`src/rtl/hcs_pkg.sv`:
```
package hcs_pkg;
  localparam int NWIN = 3;

  typedef enum logic [2:0] {
    IDX_RTC_HI = 3'd0,
    IDX_RTC_LO = 3'd1,
    IDX_KBD_HI = 3'd2,
    IDX_KBD_LO = 3'd3,
    IDX_PM_HI  = 3'd4,
    IDX_PM_LO  = 3'd5,
    IDX_EN     = 3'd6,
    IDX_LOCK   = 3'd7
  } cfg_idx_e;

  // Reset base address of each window: 0 clock, 1 keyboard, 2 power.
  function automatic logic [15:0] win_reset_base(int w);
    case (w)
      0:       return 16'h0070;
      1:       return 16'h0060;
      default: return 16'h0062;
    endcase
  endfunction

  // Address bit that is dropped from the compare of each window.
  function automatic logic [15:0] win_ign_mask(int w);
    return (w == 0) ? 16'h0001 : 16'h0004;
  endfunction
endpackage

```
`src/rtl/hcs_win_reg.sv`:
```
module hcs_win_reg #(
  parameter int ADDR_W = 16,
  parameter int REG_W = 8,
  parameter logic [ADDR_W-1:0] RST_BASE = '0,
  parameter logic [ADDR_W-1:0] IGN_MASK = '0
) (
  input  logic              clk,
  input  logic              rst,
  input  logic              lock,
  input  logic              wr_hi,
  input  logic              wr_lo,
  input  logic [REG_W-1:0]  wdata,
  output logic [ADDR_W-1:0] base
);
  localparam logic [REG_W-1:0] LO_KEEP = ~IGN_MASK[REG_W-1:0];

  always_ff @(posedge clk) begin
    if (rst) begin
      base <= RST_BASE & ~IGN_MASK;
    end else if (!lock) begin
      if (wr_hi) base[ADDR_W-1:REG_W] <= wdata;
      if (wr_lo) base[REG_W-1:0] <= wdata & LO_KEEP;
    end
  end
endmodule

```
`src/rtl/hcs_win_match.sv`:
```
module hcs_win_match #(
  parameter int ADDR_W = 16,
  parameter logic [ADDR_W-1:0] IGN_MASK = '0
) (
  input  logic [ADDR_W-1:0] base,
  input  logic [ADDR_W-1:0] addr,
  input  logic              valid,
  input  logic              en,
  output logic              cs_n
);
  logic hit;

  always_comb begin
    hit  = ((addr & ~IGN_MASK) == (base & ~IGN_MASK));
    cs_n = ~(valid & en & hit);
  end
endmodule

```
`src/rtl/hcs_ctl_regs.sv`:
```
module hcs_ctl_regs #(
  parameter int NWIN = 3,
  parameter int REG_W = 8
) (
  input  logic             clk,
  input  logic             rst,
  input  logic             strap,
  input  logic             we_en,
  input  logic             we_lock,
  input  logic [REG_W-1:0] wdata,
  output logic [NWIN-1:0]  en_q,
  output logic [NWIN-1:0]  lock_q
);
  always_ff @(posedge clk) begin
    if (rst) begin
      en_q   <= strap ? '1 : '0;
      lock_q <= '0;
    end else begin
      if (we_en) begin
        for (int i = 0; i < NWIN; i++) begin
          if (!lock_q[i]) en_q[i] <= wdata[i];
        end
      end
      if (we_lock) lock_q <= lock_q | wdata[NWIN-1:0];
    end
  end
endmodule

```
`src/rtl/hcs_decoder.sv`:
```
module hcs_decoder #(
  parameter int ADDR_W = 16,
  parameter int REG_W = 8
) (
  input  logic              clk,
  input  logic              rst,
  input  logic              strap_en,
  input  logic              cfg_we,
  input  logic [2:0]        cfg_idx,
  input  logic [REG_W-1:0]  cfg_wdata,
  output logic [REG_W-1:0]  cfg_rdata,
  input  logic [ADDR_W-1:0] host_addr,
  input  logic              host_valid,
  output logic              rtc_cs_n,
  output logic              kbc_cs_n,
  output logic              pm_cs_n
);
  import hcs_pkg::*;

  logic [ADDR_W-1:0] base_q [NWIN];
  logic [NWIN-1:0]   en_q;
  logic [NWIN-1:0]   lock_q;
  logic [NWIN-1:0]   cs_n;

  for (genvar w = 0; w < NWIN; w++) begin : g_win
    logic wr_hi, wr_lo;
    assign wr_hi = cfg_we && (cfg_idx == 3'(2 * w));
    assign wr_lo = cfg_we && (cfg_idx == 3'(2 * w + 1));

    hcs_win_reg #(
      .ADDR_W(ADDR_W), .REG_W(REG_W),
      .RST_BASE(win_reset_base(w)), .IGN_MASK(win_ign_mask(w))
    ) i_reg (
      .clk(clk), .rst(rst), .lock(lock_q[w]),
      .wr_hi(wr_hi), .wr_lo(wr_lo), .wdata(cfg_wdata), .base(base_q[w])
    );

    hcs_win_match #(
      .ADDR_W(ADDR_W), .IGN_MASK(win_ign_mask(w))
    ) i_match (
      .base(base_q[w]), .addr(host_addr), .valid(host_valid),
      .en(en_q[w]), .cs_n(cs_n[w])
    );
  end

  hcs_ctl_regs #(.NWIN(NWIN), .REG_W(REG_W)) i_ctl (
    .clk(clk), .rst(rst), .strap(strap_en),
    .we_en(cfg_we && cfg_idx == IDX_EN),
    .we_lock(cfg_we && cfg_idx == IDX_LOCK),
    .wdata(cfg_wdata), .en_q(en_q), .lock_q(lock_q)
  );

  always_comb begin
    cfg_rdata = '0;
    if (cfg_idx == IDX_EN) begin
      cfg_rdata[NWIN-1:0] = en_q;
    end else if (cfg_idx == IDX_LOCK) begin
      cfg_rdata[NWIN-1:0] = lock_q;
    end else begin
      for (int w = 0; w < NWIN; w++) begin
        if (cfg_idx == 3'(2 * w))     cfg_rdata = base_q[w][ADDR_W-1:REG_W];
        if (cfg_idx == 3'(2 * w + 1)) cfg_rdata = base_q[w][REG_W-1:0];
      end
    end
  end

  assign rtc_cs_n = cs_n[0];
  assign kbc_cs_n = cs_n[1];
  assign pm_cs_n  = cs_n[2];
endmodule

```
`config.mk`:
```
export PLATFORM = sky130hd
export DESIGN_NAME = hcs_decoder
export DESIGN_NICKNAME = d
export VERILOG_FILES = /design/src/rtl/hcs_pkg.sv /design/src/rtl/hcs_win_reg.sv /design/src/rtl/hcs_win_match.sv /design/src/rtl/hcs_ctl_regs.sv /design/src/rtl/hcs_decoder.sv
export SDC_FILE = /design/constraint.sdc
export NUM_CORES = 1
export LEC_CHECK = 0
export BUFFER_PORTS_ARGS = -buffer_cell sky130_fd_sc_hd__buf_2
export CORE_MARGIN = 10
export CORE_UTILIZATION = 40
export DETAILED_ROUTE_END_ITERATION = 10
export SETUP_SLACK_MARGIN = 0.2
export SYNTH_ARGS = -nofsm -noshare
export SYNTH_HDL_FRONTEND = slang
export SYNTH_SLANG_ARGS = --single-unit
```
`constraint.sdc`:
```
create_clock -name clk -period 1.9 [get_ports clk]
set_input_delay 0.38 -clock clk [delete_from_list [all_inputs] [get_ports clk]]
set_output_delay 0.38 -clock clk [all_outputs]
set_load 0.05 [all_outputs]
```
== Word level (Yosys, flattened, before mapping) ==
Index checks and enable logic that the tools add are counted.

* Multiply operators: 0
* Magnitude comparators: 0
* Divide/modulo/power cells: 0
* Reduce and logical (&&, ||, !) cells: 19
* Bitwise operators: 13
* Mux-type cells: 16
* Shifts and indexed selects: 0
* $add $sub $neg: 0
* Equal/unequal tests: 13

{| class="wikitable"
|+ Operators with widths
! operator !! count
|-
| 8-bit 2-to-1 mux || 6
|-
| 15-bit == test || 3
|-
| 2-bit AND reduction || 9
|-
| 3-bit 2-to-1 mux || 5
|-
| 3-bit == test (second input constant) || 4
|-
| 5-bit 2-to-1 mux || 2
|-
| 1-bit logical AND || 8
|-
| 1-bit bitwise AND || 6
|-
| 3-bit by 2-bit == test with 1-bit output (second input constant) || 2
|-
| 2-bit inequality test (second input constant) || 3
|-
| 1-bit NOT || 6
|-
| 3-bit by 1-bit == test with 1-bit output (second input constant) || 1
|-
| 3-bit zero test || 1
|-
| 1-bit 2-to-1 mux || 3
|-
| 3-bit bitwise OR || 1
|-
| 2-bit nonzero test || 1
|}

* Output and inout bits: 11
* Memories kept: 0
* ROM bits: 0
* Latch bits: 0
* Input port bits: 32
* Bits in writable memories: 0
* Bits in registers: 51
* Logic and storage cells: 71

== Logic depth before layout (Yosys ltp) ==
Gate-level depths: netlist of run 1.

* Depth in word-level cells: 9
* Mapped depth: 6
* Gate-level depth less buffers: 3

== By module ==
A second synthesis of run 1 with hierarchy kept.

* Cell total of the unflattened synthesis: 343
* Area, all modules: 3,283.1 um2

{| class="wikitable"
|+ Modules (own cells, without submodules)
! module !! area an instance (um2) !! cells an instance !! times used
|-
| hcs_win_reg at g_win[1].i_reg || 671.9 || 64 || 1
|-
| hcs_win_reg at g_win[2].i_reg || 663.1 || 65 || 1
|-
| hcs_win_reg at g_win[0].i_reg || 649.4 || 65 || 1
|-
| hcs_decoder || 529.3 || 60 || 1
|-
| hcs_win_match || 166.4 || 21 || 3
|-
| hcs_ctl_regs || 270.3 || 26 || 1
|}

== Worst setup path before layout of run 1 ==
OpenSTA, ideal clock, no wires.

* Path kind: input to output
* From: in cfg_idx[0]
* To: out cfg_rdata[3]
* Path slack: -734 ps
* Arrival: 2,254 ps
* Cell stages on the path: 6
* Cell sequence: buf_4 buf_6 buf_4 inv_2 o21ai_0 a221oi_1

* Longest elaborated chain between the ends: 9
* Elaborated cells between the ends (all ways): 16
* Classes of those cells: eq/ne: 7; mux: 8; reduce/logical: 1

{| class="wikitable"
|+ RTL lines
! item !! line !! text
|-
| start: declaration || hcs_decoder.sv:9 || <nowiki>input logic [2:0] cfg_idx,</nowiki>
|-
| 3-bit zero test || hcs_decoder.sv:61 || <nowiki>if (cfg_idx == 3'(2 * w)) cfg_rdata = base_q[w][ADDR_W-1:REG_W];</nowiki>
|-
| 8-bit 2-to-1 mux || hcs_decoder.sv:61 ||
|-
| 8-bit 2-to-1 mux || hcs_decoder.sv:62 || <nowiki>if (cfg_idx == 3'(2 * w + 1)) cfg_rdata = base_q[w][REG_W-1:0];</nowiki>
|-
| 8-bit 2-to-1 mux || hcs_decoder.sv:61 ||
|-
| 8-bit 2-to-1 mux || hcs_decoder.sv:62 ||
|-
| 8-bit 2-to-1 mux || hcs_decoder.sv:61 ||
|-
| 8-bit 2-to-1 mux || hcs_decoder.sv:62 ||
|-
| 5-bit 2-to-1 mux || hcs_decoder.sv:57 || <nowiki>end else if (cfg_idx == IDX_LOCK) begin</nowiki>
|-
| 5-bit 2-to-1 mux * || hcs_decoder.sv:55 || <nowiki>if (cfg_idx == IDX_EN) begin</nowiki>
|-
| end: declaration || hcs_decoder.sv:11 || <nowiki>output logic [REG_W-1:0] cfg_rdata,</nowiki>
|}

Every way passes the cells marked *; elsewhere a longest branch is shown, timed or not.

== Worst setup path in the final report of run 1 ==
* From: reg i_ctl.en_q[1]
* To: out cfg_rdata[1]

* Longest elaborated chain between the ends: 1

{| class="wikitable"
|+ RTL lines
! item !! line !! text
|-
| start: declaration || hcs_ctl_regs.sv:11 || <nowiki>output logic [NWIN-1:0] en_q,</nowiki>
|-
| start signal: assignment || hcs_ctl_regs.sv:16 || <nowiki>en_q <= strap ? '1 : '0;</nowiki>
|-
| start signal: indexed assignment || hcs_ctl_regs.sv:21 || <nowiki>if (!lock_q[i]) en_q[i] <= wdata[i];</nowiki>
|-
| 3-bit 2-to-1 mux || hcs_decoder.sv:55 ||
|}

No other way between the ends.

==> results of run 1 <==
-- final cells by class --
cell class	instances	area [sq um]
Inverter	6	42.5
Clock buffer	8	100
Fill cell	670	3280
Timing Repair Buffer	81	663
Multi-Input combinational cell	268	2060
Tap cell	99	124
Sequential cell	51	1070
-- cells in the final DEF, fill, tap and decap left out, drive strengths merged, types with 6 or more instances in the layout --
cell    count
nand2      11
nor2        8
buf        81
xor2       45
inv         6
a21oi      42
dfxtp      48
o21ai      45
mux4        6
nor4       12
clkbuf      8
a211o       8
and3        7
nand3      37
-- stage by stage --
step	worst slack [ps]	area, sq um
2_1_floorplan	46.5	3260
3_3_place_gp	-247	3720
3_5_place_dp	-257	3720
4_1_cts	-113	4030
5_1_grt	-155	4060
6_report	-108	4060
-- routing by layer --
layer / up-vias / track usage, % / wire, um
met4: 0 / 9.09 / 416
met2: 114 / 31.6 / 5200
li1: 1417 / - / -
met3: 33 / 3.65 / 585
met5: - / 0 / 0
met1: 1505 / 24.1 / 4780
-- report_power, final --
part           switching, mW  internal, mW
sequential            0.0345          1.11
clock                  0.373         0.334
combinational          0.359         0.251
total                  0.767          1.70
-- worst min-delay path, cell delays in order --
cell,delay (ps)
buf_2,140
nand3_1,70
a21oi_1,50
-- registers in the layout, indices dropped and copies added, names as in the netlist --
signal and flops:
i_ctl.en_q 3, g_win.i_reg.base 45, i_ctl.lock_q 3
-- cells by family after synthesis --
| kind of cell | count (synthesis) |
|---|---|
| flops | 51 |
| mux | 15 |
| compound gates | 112 |
| buf+inv | 32 |
| simple gates | 96 |
| xor+xnor | 45 |
-- path summary, 6_finish.rpt --
check	start	endpoint	slack [ps]	cells past startpoint
max	i_ctl.en_q[1]$_DFFE_PP_	cfg_rdata[1]	-110	3
min	cfg_wdata[6]	g_win[0].i_reg.base[14]$_SDFFE_PP0P_	370	3
max reg2reg	i_ctl.lock_q[1]$_SDFFE_PP0P_	g_win[1].i_reg.base[3]$_SDFFE_PP0P_	480	4
min reg2reg	g_win[0].i_reg.base[14]$_SDFFE_PP0P_	g_win[0].i_reg.base[14]$_SDFFE_PP0P_	500	2
-- repair_timing --
| action | CTS | global route |
|---|---|---|
| pin swaps | 11 | 7 |
| resized for setup | 56 | 5 |
| setup buffers | 2 | 2 |
| endpoints found under the setup margin | 27 | 11 |
==> metrics, run 1 <==
Post-Synth XOR/XNOR Area 13.0%; PwrDens 607 mW/mm^2; starting density of the core 41.4%; Clock Skews 5.56 ps; port buffer count 42; GP Congestion 1.00; compound-gate portion of the synthesized area 21.3%; Clock Latency Late Sink 310 ps; H-tree levels 2; wire per inst 21.4 um; Worst-Margin Slew approximately 610 ps; Tmin final about 2000 ps; critical path class reg -> out; largest family of logic cells by synthesized area compound AO/OA/AOI/OAI gates; fin crit share 106%; largest net degree at the start of global routing 41; Peak VDD IR 0.372 mV; WP buf/inv 1; count leader, synth dfxtp_1; vias in the first global route 3143; final cell count without fillers 513; Detail Route Antenna Nets 0; multiplexer share of the synthesized area 7.58%; Core ar. 0.00733 sq mm; Reg clk slew, reported paths 90 ps; Critical Path Fanout Max 2; Ys Warns 0; share of cells above drive strength 1 35.0%; number of synthesized flops with an enable pin 3; routed wire length 11.0 mm; Synth area leader dfxtp_1; top cell type's share of synthesized area 31.7%; worst hold margin between 300 and 400 ps; global-route usage over all layers 19.4%; adder-cell share of the synthesized area 0%; failing checks setup timing; share of flip-flops with an asynchronous set or reset 0%; Clock Path Buffers 2; Root Buffer clkbuf_8; CTS buffer count 5; Final setup viols 7; cell row count 31; critical path endpoint category primary output; Synth area leaders dfxtp_1 (32%), xor2_1 (13%), o21ai_0 (7.3%), a21oi_1 (6.9%), nand3_1 (6.1%); worst min path class in -> reg; CP startpoint kind register; vias per std cell 5.98; status complete, but fails checks; synthesized cell area between 0.003 and 0.004 sq mm; syn_area_per_cell 8.65 sq um; Post-layout nets 445; die span in y 107 um; setup TNS -320 ps; P&R area growth vs syn 33.6%; Post-synth top flop dfxtp_1; final core occ a little under three fifths; unrepaired setup endpoints after global routing yes; Seq/Total Area, Yosys around 35%; syn nets 383; Critical Path RT about 1500 ps; GRT overflow 0; Worst Path Arrival 1630 ps; max-slew violation count 0; CP peak stage delay approximately 460 ps; Synth top cells by count dfxtp_1 (48), xor2_1 (45), o21ai_0 (44); first-pass GRT wire length 17.5 mm; Horiz. Die Dim 107 um; Iter 0 DRT Violations 141; CP delay by family, top multiplexers; final hold vios 0; Vias 3069; CTS Hold Buffers Added 0; post-DP HPWL 8.18 mm; placed insts 501; CTS tree yes; gate count after technology mapping 351; setup ws final -108 ps; Fmax about 500 MHz; Max-Cap Viols 0; antenna diode count 0; CP Cell Sequence mux4_2 > mux2_2 > buf_6; Synth cell types 47; post-synthesis register bit count a little over 50; slowest CP cell mux4_2; # DRC 0; Leakage 1.61 nW; Slew HR approximately three fifths; initial antenna violation count 0; clk sinks 51; I/O Pins 43; Die Area between 0.01 and 0.015 sq mm; simple-gate share of the synthesized area 17.9%; first-pass detailed-route iteration total 5; Final Power 2.46 mW
Power figures use the tool's default switching activity.
==> run 2, diff against run 1 <==
--- a/config.mk
+++ b/config.mk
@@ -6,9 +6,11 @@
 export NUM_CORES = 1
 export LEC_CHECK = 0
 export BUFFER_PORTS_ARGS = -buffer_cell sky130_fd_sc_hd__buf_2
+export CORE_ASPECT_RATIO = 0.8
 export CORE_MARGIN = 10
 export CORE_UTILIZATION = 40
 export DETAILED_ROUTE_END_ITERATION = 10
+export REMOVE_ABC_BUFFERS = 1
 export SETUP_SLACK_MARGIN = 0.2
 export SYNTH_ARGS = -nofsm -noshare
 export SYNTH_HDL_FRONTEND = slang
==> constraint.sdc (replaced) <==
create_clock -name clk -period 1.7 [get_ports clk]
set_input_delay 0.34 -clock clk [delete_from_list [all_inputs] [get_ports clk]]
set_output_delay 0.34 -clock clk [all_outputs]
set_load 0.05 [all_outputs]
==> metrics, run 2 (same netlist as run 1, synthesis figures left out) <==
RR Startpoint i_ctl.lock_q[1]$_SDFFE_PP0P_; Clock Skews 8.93 ps (+3.38 ps); critical path class reg -> out; WP depth 3 (unchanged); Final Power 2.76 mW (+12%); Clock Path Buffers 2 (unchanged); CP Cell Sequence mux4_2 > mux2_2 > buf_6; worst min-delay path endpoint g_win[0].i_reg.base[14]$_SDFFE_PP0P_; CP delay by family, top multiplexers; Critical Path Fanout Max 2 (unchanged); wire per inst 20.8 um (-3.1%); CTS buffer count 5 (unchanged); Leakage 1.65 nW (+2.6%); Worst R2R Setup Slack 280 ps (-200 ps); GRT overflow 0 (unchanged); Core ar. 0.00739 sq mm (+0.84%); Post-layout nets 463 (+4.0%); setup ws final -265 ps (-157 ps); Iter 0 DRT Violations 366 (+160%); P&R area growth vs syn 33.7% (about the same); Final Cell Area 0.00406 sq mm (about the same); post-DP HPWL 8.30 mm (+1.4%); antenna diode count 0 (unchanged); CTS tree yes; clk sinks 51 (unchanged); first-pass GRT wire length 17.6 mm (+0.91%); failing checks setup timing; PwrDens 679 mW/mm^2 (+12%); critical path endpoint category primary output; Placed Instance Area 0.00367 sq mm (-1.4%); max-slew violation count 0 (unchanged); status complete, but fails checks; largest net degree at the start of global routing 29 (-29%); CP startpoint kind register; vias per std cell 5.78 (-3.3%); Vias 3100 (+1.0%); Final setup viols 11 (+4); Die Area 0.0115 sq mm (+0.19%); Reg clk slew, reported paths 100 ps (about the same); hold_sp cfg_wdata[6]; Max-Cap Viols 0 (unchanged); Biggest register g_win.i_reg.base; r2r endpoint g_win[1].i_reg.base[3]$_SDFFE_PP0P_; Largest register FFs 45 (unchanged); final hold vios 0 (unchanged); I/O Pins 43 (unchanged); Worst Path Arrival 1630 ps (about the same); global-route usage over all layers 18.9% (-0.53 points); Slew HR 73.9% (+15 points); CP peak stage delay 460 ps (about the same); placed insts 527 (+5.2%); worst hold margin 321 ps (-43.7 ps); commonest non-fill, non-tap cell in the layout buf_4; Worst-Margin Slew 392 ps (-222 ps); slowest CP cell mux4_2; cell row count 28 (-9.7%); initial antenna violation count 0 (unchanged); first-pass detailed-route iteration total 5 (unchanged); worst min path class in -> reg; WHS Path Cells 3 (unchanged); share of cells above drive strength 1 40.4% (+5.3 points); GP Congestion 0.982 (-1.8%); WP buf/inv 1 (unchanged); # DRC 0 (unchanged); vias in the first global route 3136 (-0.22%); Clock Latency Late Sink 310 ps (about the same); Horiz. Die Dim 117 um (+9.6%); Tmin final 1970 ps; unrepaired setup endpoints after global routing yes; fin crit share 116%; Root Buffer clkbuf_8; cells on worst reg2reg path 4 (unchanged); routed wire length 11.1 mm (+1.3%); Peak VDD IR 0.451 mV (+21%); Fmax roughly 500 MHz; H-tree levels 2 (unchanged); die span in y 97.9 um (-8.6%); CTS Hold Buffers Added 0 (unchanged); largest registers g_win.i_reg.base (45), i_ctl.en_q (3), i_ctl.lock_q (3); Detail Route Antenna Nets 0 (unchanged); port buffer count 42 (unchanged); final core occ 54.9% (-0.41 points); Critical Path RT 1360 ps (-160 ps); final cell count without fillers 536 (+4.5%); starting density of the core 41.1% (-0.34 points); commonest cells after routing, fill and taps aside buf_4 (53), xor2_1 (44), o21ai_0 (42)
==> run 2: where the power goes <==
group	internal, mW	switching, mW	leakage (nW)
clock	0.374	0.435	0.0527
combinational	0.281	0.392	1.17
sequential	1.24	0.0339	0.426
==> run 2: what timing repair did <==
action / 4_1_cts / 5_1_grt
setup endpoints to repair: 13 / 13
setup buffers: 1 / 1
pin swaps: 17 / 9
resized for setup: 71 / 18
==> run 2: worst reg2reg max path, delay by kind of cell, from the launching register on <==
family	cells	cell delay [ps]
flops	1	320
buf+inv	1	150
compound gates	2	270
simple gates	1	560
==> run 2: worst max-delay path by stage <==
stage	from	to	slack, ps
floorplan	cfg_idx[0]	cfg_rdata[3]	-510
global placement	cfg_idx[1]	cfg_rdata[2]	-320
detailed placement	cfg_idx[1]	cfg_rdata[2]	-350
CTS	i_ctl.en_q[1]$_DFFE_PP_	cfg_rdata[1]	-270
global route	i_ctl.en_q[1]$_DFFE_PP_	cfg_rdata[1]	-310
finish	i_ctl.en_q[1]$_DFFE_PP_	cfg_rdata[1]	-270
==> run 2: layer usage <==
metal / GRT usage (%) / vias to the layer above / routed length (um)
li1: - / 1445 / -
met1: 26.2 / 1480 / 5020
met2: 29.4 / 159 / 4870
met3: 4.14 / 16 / 1060
met4: 3.75 / 0 / 166
met5: 0 / - / 0
==> run 2: stage by stage <==
step | worst slack (ps) | setup TNS [ps]
floorplan | -510 | -2500
global placement | -319 | -2550
detailed placement | -348 | -2730
CTS | -267 | -1590
global route | -315 | -2110
finish | -265 | -1560
==> run 2: layout make-up <==
type                    count  area [sq um]
flip-flops and latches     51          1090
multi-input cells         268          1950
fillers                   682          3330
repair buffers             99           764
well taps                 105           131
inverters                   6          28.8
clock buffers               6          93.8
clock inverters             1          6.26
==> run 3, diff against run 2 <==
--- a/config.mk
+++ b/config.mk
@@ -5,12 +5,13 @@
 export SDC_FILE = /design/constraint.sdc
 export NUM_CORES = 1
 export LEC_CHECK = 0
+export ABC_AREA = 1
 export BUFFER_PORTS_ARGS = -buffer_cell sky130_fd_sc_hd__buf_2
 export CORE_ASPECT_RATIO = 0.8
 export CORE_MARGIN = 10
-export CORE_UTILIZATION = 40
+export CORE_UTILIZATION = 52
 export DETAILED_ROUTE_END_ITERATION = 10
-export REMOVE_ABC_BUFFERS = 1
+export PLACE_DENSITY = 0.77
 export SETUP_SLACK_MARGIN = 0.2
 export SYNTH_ARGS = -nofsm -noshare
 export SYNTH_HDL_FRONTEND = slang
==> metrics, run 3 <==
PwrDens 672 mW/mm^2 (-1.0%); CP startpoint kind register; Biggest register g_win.i_reg.base; Synth top cells by count nor2_1 (94), nand2_1 (85), dfxtp_1 (48); failing checks setup timing; Critical Path Fanout Max 2 (unchanged); Seq/Total Area, Yosys 35.5% (+0.88 points); GP Congestion 1.04 (+6.2%); max-slew violation count 0 (unchanged); synthesized cell area 0.00296 sq mm (-2.5%); Largest register FFs 45 (unchanged); Fmax 569 MHz (+12%); largest registers g_win.i_reg.base (45), i_ctl.en_q (3), i_ctl.lock_q (3); Synth area leader dfxtp_1; top cell type's share of synthesized area 32.5% (+0.80 points); GRT overflow 0 (unchanged); Post-layout nets 556 (+20%); Tmin final 1760 ps (-207 ps); number of fill cells 456 (-33%); H-tree levels 2 (unchanged); Clock Skews 11.1 ps (+2.19 ps); count leader, synth nor2_1; gate count after technology mapping 453 (+29%); syn nets 485; adder-cell share of the synthesized area 0% (unchanged); critical path endpoint category primary output; simple-gate share of the synthesized area 31.6% (+14 points); critical path class reg -> out; Max-Cap Viols 0 (unchanged); Peak VDD IR 0.471 mV (+4.5%); Synth area leaders dfxtp_1 (32%), nor2_1 (12%), nand2_1 (11%), o21ai_0 (7.6%), inv_1 (5.2%); worst min path class in -> reg; antenna diode count 0 (unchanged); post-DP HPWL 8.04 mm (-3.2%); Post-synth top flop dfxtp_1; Synth cell types 29 (-38%); Leakage 1.76 nW (+6.6%); CTS buffer count 5 (unchanged); placed insts 583 (+11%); vias per std cell 5.84 (+1.0%); pre-CTS WS -206 ps (+142 ps); Reg clk slew, reported paths 110 ps (about the same); largest family of logic cells by synthesized area simple AND/OR/NAND/NOR gates; compound-gate portion of the synthesized area 20.9% (-0.39 points); share of cells above drive strength 1 36.0% (-4.4 points); routed wire length 11.1 mm (+0.13%); Detail Route Antenna Nets 0 (unchanged); CTS Hold Buffers Added 0 (unchanged); Clock Path Buffers 2 (unchanged); Iter 0 DRT Violations 378 (+3.3%); share of flip-flops with an asynchronous set or reset 0% (unchanged); Worst Path Arrival 1420 ps (-210 ps); Die Area 0.00913 sq mm (-21%); setup ws final -58.2 ps (+207 ps); I/O Pins 43 (unchanged); wire per inst 18.5 um (-11%); CTS tree yes; first-pass GRT wire length 17.5 mm (-0.70%); final cell count without fillers 603 (+13%); Post-Synth XOR/XNOR Area 2.37% (-11 points); starting density of the core 53.9% (+13 points); largest net degree at the start of global routing 24 (-17%); global-route usage over all layers 24.1% (+5.2 points); multiplexer share of the synthesized area 0% (-7.6 points); commonest non-fill, non-tap cell in the layout nor2_1; Worst-Margin Slew 322 ps (-69.8 ps); status complete, but fails checks; Core ar. 0.00550 sq mm (-26%); P&R area growth vs syn 36.2%; Clock Latency Late Sink 320 ps (about the same); Final setup viols 7 (-4); Ys Warns 0 (unchanged); Final Cell Area 0.00403 sq mm (-0.65%); Root Buffer clkbuf_8; # DRC 0 (unchanged); cell row count 24 (-14%); unrepaired setup endpoints after global routing yes; final core occ 73.4% (+18 points); first-pass detailed-route iteration total 6 (+1); Slew HR 78.4% (+4.6 points); Vias 3523 (+14%); vias in the first global route 3374 (+7.6%); clk sinks 51 (unchanged); post-synthesis register bit count 51 (unchanged); port buffer count 42 (unchanged); die span in y 87.5 um (-11%); final hold vios 0 (unchanged); Placed Instance Area 0.00343 sq mm (-6.3%); syn_area_per_cell 6.53 sq um (-24%); Horiz. Die Dim 104 um (-11%); fin crit share 103% (-12 points); commonest cells after routing, fill and taps aside nor2_1 (82), nand2_1 (71), o21ai_0 (40); initial antenna violation count 0 (unchanged); Final Power 2.71 mW (-1.7%); Critical Path RT 1360 ps (about the same); number of synthesized flops with an enable pin 3 (unchanged)
[run 3: changes by cell type in the layout (fill, tap and decap cells not counted), sizes merged, moves of 12 or more]
| cell | change |
|---|---|
| nand2 | +82 |
| nor4 | -12 |
| inv | +44 |
| nor2 | +88 |
| a21oi | -13 |
| o22ai | +15 |
| buf | -26 |
| nand3 | -16 |
| xor2 | -44 |
[run 3: cell type report]
class	count	area [sq um]	area share, %
Multi-Input combinational cell	339	1910	47.4
Sequential cell	51	1080	26.8
Timing Repair Buffer	74	616	15.3
Inverter	52	231	5.74
Tap cell	78	97.6	2.42
Clock buffer	6	72.6	1.80
Clock inverter	2	13.8	0.341
Timing Repair inverter	1	7.51	0.186
[run 3: report_power, final]
part	switching [mW]	total, mW	internal, mW
clock	0.441	0.733	0.292
combinational	0.409	0.675	0.266
sequential	0.0489	1.30	1.25
[run 3: repair_timing]
item | in CTS | in global routing
hold endpoints to repair | 0 | 0
setup buffers | 8 | 2
cloned | 2 | 0
resized for setup | 104 | 28
pin swaps | 31 | 24
setup endpoints to repair | 11 | 11
[run 3: kinds of logic after synthesis]
logic type             after synthesis
AO/OA/AOI/OAI                      111
XOR/XNOR                             8
buffers and inverters               63
flip-flops                          51
AND/OR/NAND/NOR                    220
[run 3: routing by layer]
metal  vias to the layer above  track usage (%)  share of wire (%)  wire, um
li1                       1626                -                  -         -
met1                      1631             31.4                 41      4510
met2                       231             39.1                 46      5100
met3                        35             3.85                 11      1180
met4                         0             9.58                3.1       340
met5                         -                0                  0         0
[run 3: critical path, stage by stage (launching register included)]
cell and delay, ps:
dfxtp_1 340, xnor2_1 240, nand4_1 130, nor2_1 150
nand2_2 80, buf_6 150
[run 3: worst paths after layout]
| kind | startpoint | to | slack, ps | cells after the start |
|---|---|---|---|---|
| max reg2reg | i_ctl.lock_q[0]$_SDFFE_PP0P_ | g_win[0].i_reg.base[12]$_SDFFE_PP0P_ | 360 | 5 |
| max | g_win[1].i_reg.base[14]$_SDFFE_PP0P_ | kbc_cs_n | -60 | 5 |
| min | rst | i_ctl.lock_q[1]$_SDFFE_PP0P_ | 220 | 2 |
| min reg2reg | g_win[1].i_reg.base[1]$_SDFFE_PP0P_ | g_win[1].i_reg.base[1]$_SDFFE_PP0P_ | 500 | 2 |
[run 3: per-stage QoR]
stage	TNS [ps]	hold WS, ps
3_3_place_gp	-1130	473
2_1_floorplan	0	444
6_report	-197	222
4_1_cts	-49.4	235
3_5_place_dp	-1360	478
5_1_grt	-674	241
